<file path="src/rtl/evt_pkg.sv">
package evt_pkg;
  typedef enum logic [1:0] {
    RA_LATCH = 2'd0,
    RA_MASK  = 2'd1,
    RA_PEND  = 2'd2,
    RA_NONE  = 2'd3
  } reg_addr_e;
endpackage

</file>
<file path="src/rtl/evt_edge_det.sv">
module evt_edge_det #(
  parameter int unsigned W = 16
) (
  input  logic         clk_i,
  input  logic         rst_ni,
  input  logic [W-1:0] lvl_i,
  output logic [W-1:0] rise_o
);
  logic [W-1:0] smp_q;
  logic [W-1:0] dly_q;

  for (genvar g = 0; g < W; g++) begin : g_bit
    always_ff @(posedge clk_i or negedge rst_ni) begin
      if (!rst_ni) begin
        smp_q[g] <= 1'b0;
        dly_q[g] <= 1'b0;
      end else begin
        smp_q[g] <= lvl_i[g];
        dly_q[g] <= smp_q[g];
      end
    end
    assign rise_o[g] = smp_q[g] & ~dly_q[g];
  end
endmodule

</file>
<file path="src/rtl/evt_prio_pick.sv">
module evt_prio_pick #(
  parameter int unsigned W  = 16,
  localparam int unsigned IW = (W > 1) ? $clog2(W) : 1
) (
  input  logic [W-1:0]  req_i,
  output logic          any_o,
  output logic [IW-1:0] idx_o,
  output logic [W-1:0]  onehot_o
);
  // lowest index wins
  always_comb begin
    any_o = |req_i;
    idx_o = '0;
    for (int i = W - 1; i >= 0; i--) begin
      if (req_i[i]) idx_o = IW'(i);
    end
    onehot_o = req_i & ~(req_i - W'(1));
  end
endmodule

</file>
<file path="src/rtl/evt_reg_port.sv">
module evt_reg_port
  import evt_pkg::*;
#(
  parameter int unsigned W = 16
) (
  input  logic         sup_i,
  input  logic         we_i,
  input  logic [1:0]   addr_i,
  input  logic [W-1:0] latch_i,
  input  logic [W-1:0] mask_i,
  input  logic [W-1:0] pend_i,
  output logic [W-1:0] latch_wr_o,
  output logic         mask_wr_o,
  output logic [W-1:0] rdata_o
);
  reg_addr_e sel;
  assign sel = reg_addr_e'(addr_i);

  always_comb begin
    latch_wr_o = '0;
    mask_wr_o  = 1'b0;
    if (we_i) begin
      case (sel)
        RA_LATCH: latch_wr_o = ~mask_i;
        RA_MASK:  mask_wr_o  = sup_i;
        default:  ;
      endcase
    end
  end

  always_comb begin
    case (sel)
      RA_LATCH: rdata_o = latch_i;
      RA_MASK:  rdata_o = sup_i ? mask_i : '0;
      RA_PEND:  rdata_o = sup_i ? pend_i : '0;
      default:  rdata_o = '0;
    endcase
  end
endmodule

</file>
<file path="src/rtl/evt_ctrl.sv">
module evt_ctrl #(
  parameter int unsigned NUM_EVT  = 16,
  parameter int unsigned GP_FIRST = 7
) (
  input  logic               clk_i,
  input  logic               rst_ni,
  input  logic [NUM_EVT-1:0] evt_i,
  input  logic               ret_i,
  input  logic               gie_set_i,
  input  logic               gie_clr_i,
  input  logic               sup_i,
  input  logic               reg_we_i,
  input  logic [1:0]         reg_addr_i,
  input  logic [NUM_EVT-1:0] reg_wdata_i,
  output logic [NUM_EVT-1:0] reg_rdata_o,
  output logic [NUM_EVT-1:0] pend_o
);
  localparam int unsigned IW = (NUM_EVT > 1) ? $clog2(NUM_EVT) : 1;

  logic [NUM_EVT-1:0] latch_q, mask_q, pend_q;
  logic               gie_q;
  logic [NUM_EVT-1:0] rise, gate, cand;
  logic [NUM_EVT-1:0] cand_oh, pend_oh, raise_oh, latch_wr;
  logic [IW-1:0]      cand_idx, pend_idx;
  logic               cand_any, pend_any, raise, mask_wr;

  evt_edge_det #(.W(NUM_EVT)) u_edge (
    .clk_i  (clk_i),
    .rst_ni (rst_ni),
    .lvl_i  (evt_i),
    .rise_o (rise)
  );

  for (genvar g = 0; g < NUM_EVT; g++) begin : g_gate
    if (g >= GP_FIRST) begin : g_gp
      assign gate[g] = gie_q;
    end else begin : g_fixed
      assign gate[g] = 1'b1;
    end
  end

  assign cand = latch_q & mask_q & gate;

  evt_prio_pick #(.W(NUM_EVT)) u_pick_cand (
    .req_i    (cand),
    .any_o    (cand_any),
    .idx_o    (cand_idx),
    .onehot_o (cand_oh)
  );

  evt_prio_pick #(.W(NUM_EVT)) u_pick_pend (
    .req_i    (pend_q),
    .any_o    (pend_any),
    .idx_o    (pend_idx),
    .onehot_o (pend_oh)
  );

  // a return edge never raises; raise only above current nesting
  assign raise    = cand_any && !ret_i && (!pend_any || (cand_idx < pend_idx));
  assign raise_oh = raise ? cand_oh : '0;

  evt_reg_port #(.W(NUM_EVT)) u_regs (
    .sup_i      (sup_i),
    .we_i       (reg_we_i),
    .addr_i     (reg_addr_i),
    .latch_i    (latch_q),
    .mask_i     (mask_q),
    .pend_i     (pend_q),
    .latch_wr_o (latch_wr),
    .mask_wr_o  (mask_wr),
    .rdata_o    (reg_rdata_o)
  );

  always_ff @(posedge clk_i or negedge rst_ni) begin
    if (!rst_ni) begin
      latch_q <= '0;
      mask_q  <= '0;
      pend_q  <= '0;
      gie_q   <= 1'b1;
    end else begin
      // a fresh edge overrides the clear of the bit being raised
      latch_q <= (latch_q & ~raise_oh & ~latch_wr) | (reg_wdata_i & latch_wr) | rise;
      pend_q  <= (pend_q & ~(ret_i ? pend_oh : '0)) | raise_oh;
      if (mask_wr) mask_q <= reg_wdata_i;
      if (gie_clr_i)      gie_q <= 1'b0;
      else if (gie_set_i) gie_q <= 1'b1;
    end
  end

  assign pend_o = pend_q;
endmodule

</file>
<file path="config.mk">
export PLATFORM = sky130hd
export DESIGN_NAME = evt_ctrl
export DESIGN_NICKNAME = d
export VERILOG_FILES = /design/src/rtl/evt_pkg.sv /design/src/rtl/evt_edge_det.sv /design/src/rtl/evt_prio_pick.sv /design/src/rtl/evt_reg_port.sv /design/src/rtl/evt_ctrl.sv
export SDC_FILE = /design/constraint.sdc
export NUM_CORES = 1
export LEC_CHECK = 0
export BUFFER_PORTS_ARGS = -buffer_cell sky130_fd_sc_hd__buf_4
export CORE_MARGIN = 2
export CORE_UTILIZATION = 23
export CTS_BUF_LIST = sky130_fd_sc_hd__clkbuf_16
export DETAILED_ROUTE_END_ITERATION = 12
export PLACE_DENSITY = 0.51
export SLEW_MARGIN = 20
export SYNTH_ARGS = -nofsm -noshare
export SYNTH_HDL_FRONTEND = slang
export SYNTH_SLANG_ARGS = --single-unit
</file>
<file path="constraint.sdc">
create_clock -name clk_i -period 4.7 [get_ports clk_i]
set_clock_uncertainty 0.1 [all_clocks]
set_input_delay 0.47 -clock clk_i [delete_from_list [all_inputs] [get_ports clk_i]]
set_output_delay 0.47 -clock clk_i [all_outputs]
set_load 0.1 [all_outputs]
</file>
# Word-level counts from Yosys, hierarchy flattened
# Cells that the tools add are included.
dict set report classes {
  n_reduce_logical 9
  addsub 2
  n_lt_le_gt_ge 1
  n_eq_ne 2
  muxes 43
  bitwise 49
}
# op count
set op_table {}
lappend op_table {{AND 16 bit} 8}
lappend op_table {{two-way mux 4 bit} 32}
lappend op_table {{two-way mux 16 bit} 6}
lappend op_table {{NOT 16 bit} 6}
lappend op_table {{OR 16 bit} 3}
lappend op_table {{case mux 16 bit (3 select lines)} 1}
lappend op_table {{OR reduction 16 bit} 2}
lappend op_table {{subtractor 16 x 1 -> 16 bit (second input constant)} 2}
lappend op_table {{AND 1 bit} 16}
lappend op_table {{NOT 1 bit} 16}
lappend op_table {{< comparator 4 bit} 1}
lappend op_table {{two-way mux 1 bit} 4}
lappend op_table {{equality test 2 x 1 -> 1 bit (second input constant)} 1}
lappend op_table {{equality test 2 bit (second input constant)} 1}
lappend op_table {{logical AND 1 bit} 2}
lappend op_table {{logical NOT 1 bit} 2}
lappend op_table {{logical NOT 2 bit} 1}
lappend op_table {{nonzero test 2 bit} 1}
lappend op_table {{logical OR 1 bit} 1}
dict set report totals {
  inputBits 41
  out_inout_bits 32
  reg_bits 81
  wordCells 142
}

# Longest topological paths before layout
dict set report logic_depth {
  depth_word 27
  ltp_mapped 14
  depth_no_buf 13
}

# By module
# A second synthesis with hierarchy kept.
dict set report unflattened {
  cells_unflattened 438
  hier_area_um2 4508.1
}
# module area_each_um2 seq_area_each_um2 n_inst cells_per_inst
set by_module_without_submodules {}
lappend by_module_without_submodules {evt_ctrl 2250.9 1227.4 1 198}
lappend by_module_without_submodules {evt_edge_det 1021.0 800.8 1 48}
lappend by_module_without_submodules {evt_prio_pick 320.3 0.0 2 48}
lappend by_module_without_submodules {evt_reg_port 595.6 0.0 1 96}

# Worst setup path after synthesis
# OpenSTA, ideal clock, no wires.
dict set report synth_timing {
  kind {register to register}
  startpoint {reg pend_q[14], in the netlist pend_o[14]}
  endpoint {reg latch_q[1]}
  synth_period_minus_slack_ps 3429
  setup_time_ps 128
  path_slack_ps 1271
  t_required_ps 4472
  path_stages_with_launch 13
  n_path_buf 0
  t_arrival_ps 3201
  cell_sequence {dfrtp_1 nor2_1 o31ai_1 a211oi_1 o31ai_1 nand2_1 ha_1 a21o_1 a21o_2 a21o_2 or4b_2 nand2_1 o21ai_0}
}
dict set report synth_between {
  elab_chain_cells 24
  word_cells_on_any_way 26
  classes_between {order compare: 1; mux: 16; bitwise: 5; reduce/logical: 4}
}
# element line_no
set synth_rtl {}
lappend synth_rtl {{from (decl)} evt_ctrl.sv:20} ;# logic [NUM_EVT-1:0] latch_q, mask_q, pend_q;
lappend synth_rtl {{from (signal assigned)} evt_ctrl.sv:83} ;# pend_q <= (pend_q & ~(ret_i ? pend_oh : '0)) | raise_oh;
lappend synth_rtl {{two-way mux 4 bit (15 in a row)} evt_prio_pick.sv:15} ;# if (req_i[i]) idx_o = IW'(i);
lappend synth_rtl {{< comparator 4 bit} evt_ctrl.sv:59} ;# assign raise = cand_any && !ret_i && (!pend_any || (cand_idx < pend_idx));
lappend synth_rtl {{logical OR 1 bit (*)} evt_ctrl.sv:59}
lappend synth_rtl {{logical AND 1 bit (*)} evt_ctrl.sv:59}
lappend synth_rtl {{two-way mux 16 bit (*)} evt_ctrl.sv:60} ;# assign raise_oh = raise ? cand_oh : '0;
lappend synth_rtl {{NOT 16 bit (*)} evt_ctrl.sv:82} ;# latch_q <= (latch_q & ~raise_oh & ~latch_wr) | (reg_wdata_i & latch_wr) | rise;
lappend synth_rtl {{AND 16 bit (*) (2 in a row)} evt_ctrl.sv:82}
lappend synth_rtl {{OR 16 bit (*) (2 in a row)} evt_ctrl.sv:82}
lappend synth_rtl {{to (signal assigned)} evt_ctrl.sv:82}
lappend synth_rtl {{to (decl)} evt_ctrl.sv:20}
# Every way passes the cells marked *; elsewhere a longest branch is shown, timed or not.
# A chain may end at the register's enable or synchronous reset.

# Final worst setup path
dict set report layout_timing {
  startpoint {reg mask_q[14]}
  endpoint {reg pend_q[0], in the netlist pend_o[0]}
}
dict set report layout_between {
  elab_chain_cells 22
  word_cells_on_any_way 24
  classes_between {order compare: 1; mux: 16; bitwise: 3; reduce/logical: 4}
}
# element line_no
set layout_rtl {}
lappend layout_rtl {{from (decl)} evt_ctrl.sv:20}
lappend layout_rtl {{from (signal assigned)} evt_ctrl.sv:84} ;# if (mask_wr) mask_q <= reg_wdata_i;
lappend layout_rtl {{AND 16 bit (*) (2 in a row)} evt_ctrl.sv:42} ;# assign cand = latch_q & mask_q & gate;
lappend layout_rtl {{two-way mux 4 bit (15 in a row)} evt_prio_pick.sv:15}
lappend layout_rtl {{< comparator 4 bit} evt_ctrl.sv:59}
lappend layout_rtl {{logical OR 1 bit} evt_ctrl.sv:59}
lappend layout_rtl {{logical AND 1 bit (*)} evt_ctrl.sv:59}
lappend layout_rtl {{two-way mux 16 bit (*)} evt_ctrl.sv:60}
lappend layout_rtl {{OR 16 bit (*)} evt_ctrl.sv:83}
# Marked as above.

==> impl_results.md <==
- Most frequently used flop master after synthesis: dfrtp_1
- Slew @ Worst Pin: about 1.1 ns
- Fin. Hold Viols: 0
- Setup Viol. Count Final: 0
- Sequential share of power: 32.5%
- Starting Density: 23.3%
- Switching power total: 1.31 mW
- Chip height: 138 um
- Post-synthesis compound-gate area fraction: a little under a quarter
- 1st-iter DRT viols: 229
- Max Fanout on Critical Path: 9
- Relative slew slack: between 20% and 30%
- Fillers: about 1.8k
- Worst setup margin: 0.818 ns
- Setup Buffers After CTS: 0
- Maximum clock path buffer count: 2
- Switching share of power: 44.5%
- Post-CTS Resized: 0
- Max-cap violations: 0
- Combinational Power Share: 44.1%
- Clk sinks: 81
- Gr usage total: between 10% and 20%
- Post-Route WL: 12500 um
- Post-synthesis simple-gate area fraction: approximately 18%
- Worst EP required: 4.82 ns
- HP Class: primary input to async pin
- Final ANT Viol Nets: 0
- Clk slew on worst S/H paths: 0.06 ns
- CP max stage cell: o41ai_1
- Library cells used by synthesis: 60
- Post-synth EDFFs: 0
- Share of synthesized flip-flops with an asynchronous set or reset: 100%
- RSZ-0062 raised after global routing: no
- Adder-cell share of the synthesized area: 0.904%
- Fin Setup TNS: 0 ns
- Most Frequent Cell on Critical Path: nand3_1
- Endpoint class of the critical path: flip-flop
- IO Count: 73
- Root Buffer: clkbuf_16
- Crit-path max cell delay: 0.63 ns
- Yosys reg bits: 81
- Pre-CTS setup slack: 0.955 ns
- Vias per inst: 4.95
- Die width: between 100 and 150 um
- Synth-to-layout area growth: 25.5%
- Worst Path Arrival: around 4 ns
- CP Launch Type: flip-flop
- PortBufs: 72
- CTS tree: built
- Internal power: about 1.6 mW
- Yosys warning total: 0
- Status: completed
- Core footprint: 17800 um2
- Gpl congestion: roughly 0.94
- Post-synthesis mux area share: 5.75%
- Drt pass-1 iters: 5
- XOR/XNOR share of the synthesized area: 0%
- Top-count cell post-synth: dfrtp_1
- Final min period: 3.88 ns
- Avg Cell Area, Syn: 10.5 um2
- Total grt overflow: 0
- Synth area leader: dfrtp_1
- Drt wl/cell: 17.8 um
- Peak VDD IR: 0.208 mV
- Clock network power share: 23.4%
- Critical path cell sequence: and2_1 -> o41ai_1 -> nand3_1 -> nand3_1 -> inv_1 -> ha_1 -> and4_4 -> nor4b_1 -> or3_1 -> buf_4 -> o2bb2ai_1
- Top cell type's share of synthesized area: about half
- Antenna cells: 0
- Achievable Freq: 258 MHz
- Static leakage: 2.25 nW
- Clk_lat worst skew: 0.35 ns
- Die Area: 19200 um2
- Cts hold-fix bufs: 0
- Pin count of the biggest net entering global routing: 45
- Post-Syn Nets: 440
- Placed wire-length estimate: 9220 um
- Top cells by area, synth: dfrtp_1 48%, a22o_1 7.2%, mux2_2 4.1%
- Nets: slightly above 500
- Crit path kind: flip-flop to flip-flop
- Initial antenna violation count: 0
- Number of global-route vias before repair: approximately 3.6k
- Cells after synthesis: 396
- Row Count: between 40 and 50
- Slew Viols, Final: 0
- Tcrit/Tclk final: 82.6%
- Main combinational cell family by area after synthesis: compound AO/OA/AOI/OAI gates
- First-pass GRT wire length: a little under 20000 um
- Power density of the placed cells: approximately 560 nW/um2
- CTS Buf Count: 9
- H-Tree Depth: 3
- DRC Markers: 0
- Top post-synthesis cells by count: 80 x dfrtp_1, 34 x a22o_1, 31 x nand2_1
- Synthesized area: 4150 um2
- Routed via count: 3477
- Share of layout cells above drive strength 1: between 20% and 30%
- Seq/Total Area, Yosys: 48.8%
[registers in the layout (all words and copies together) (netlist names)]
signal        count
u_edge.dly_q     16
pend_o           16
gie_q             1
latch_q          16
u_edge.smp_q     16
mask_q           16
[layer usage]
| metal | wire length [um] | global-route usage, % | share of wire [%] | vias up |
|---|---|---|---|---|
| met3 | 652 | 2.81 | 5.2 | 21 |
| met5 | 0 | 0 | 0 | - |
| met1 | 5740 | 18.1 | 46 | 1714 |
| met2 | 5790 | 20.7 | 46 | 117 |
| li1 | - | - | - | 1625 |
| met4 | 294 | 5.32 | 2.4 | 0 |
[kinds of logic after synthesis]
logic type | count (synthesis)
AND/OR/NAND/NOR | 140
AO/OA/AOI/OAI | 123
flip-flops | 81
buffers and inverters | 27
multiplexers | 22
adder cells (fa/ha/maj) | 3
[power by group through the flow]
stage	logic, mW	clock network [mW]	registers, mW
after global placement	1.27	0	0.960
after global routing	1.39	0.741	0.976
after detailed placement	1.29	0	0.965
after floorplan	0.875	0	1.07
final	1.30	0.689	0.955
after CTS	1.30	0.712	0.952
[cell usage in the layout, fill, tap and decap left out, types with 3 or more instances in the layout]
| cell | count |
|---|---|
| a21oi_1 | 12 |
| a22o_1 | 34 |
| a22oi_1 | 9 |
| a2bb2oi_1 | 4 |
| a31oi_1 | 5 |
| and2_1 | 9 |
| buf_4 | 78 |
| clkbuf_16 | 9 |
| dfrtp_1 | 80 |
| ha_1 | 3 |
| inv_1 | 12 |
| mux2_2 | 15 |
| mux2i_1 | 7 |
| nand2_1 | 31 |
| nand2b_1 | 7 |
| nand3_1 | 18 |
| nand4_1 | 4 |
| nor2_1 | 27 |
| nor2b_1 | 12 |
| nor3_1 | 3 |
| nor3b_1 | 4 |
| nor4_1 | 4 |
| o21ai_0 | 22 |
| o21ai_2 | 4 |
| o31ai_1 | 6 |
| o31ai_4 | 4 |
| or3_1 | 3 |
[final timing paths]
kind / start / to / slack, ns / cells after the start
max in group asynchronous: rst_ni / gie_q$_DFFE_PN1P_ / 3.53 / 2
worst max-delay path: mask_q[14]$_DFFE_PN0P_ / pend_o[0]$_DFF_PN0_ / 0.82 / 11
min in group clk_i: evt_i[10] / u_edge.smp_q[10]$_DFF_PN0_ / 0.12 / 1
worst min-delay path: rst_ni / u_edge.smp_q[5]$_DFF_PN0_ / 0.03 / 1
worst max register to register: mask_q[14]$_DFFE_PN0P_ / pend_o[0]$_DFF_PN0_ / 0.82 / 11
worst min register to register: u_edge.smp_q[9]$_DFF_PN0_ / u_edge.dly_q[9]$_DFF_PN0_ / 0.27 / 0
[per-stage QoR]
step           hold WS [ns]  cells  cell area, um2  util, %  total power [mW]
2_1_floorplan        0.0744    396            4150        -              1.95
3_3_place_gp          0.256    686            4920     27.6              2.23
3_5_place_dp          0.258    686            4920     27.6              2.26
4_1_cts              0.0406    702            5210     29.2              2.97
5_1_grt              0.0699    702            5210     29.2              3.11
6_report             0.0255    702            5210     29.2              2.94
[worst max-delay path: cells and delay by family, from the launching register on]
kind,cells,cell delay [ns]
simple gates,6,1.80
compound gates,2,0.71
flops,1,0.43
buf+inv,2,0.39
fa+ha+maj,1,0.32
[area by class of cell]
class | instances | area [um2] | area share [%]
sequential | 81 | 2030 | 38.9
inverter | 10 | 37.5 | 0.720
timing repair buffer | 78 | 586 | 11.2
clock inverter | 7 | 65.1 | 1.25
multi-input combinational | 288 | 1980 | 38.1
clock buffer | 9 | 225 | 4.32
tap | 229 | 287 | 5.50
(Power assumes the default switching activity.)
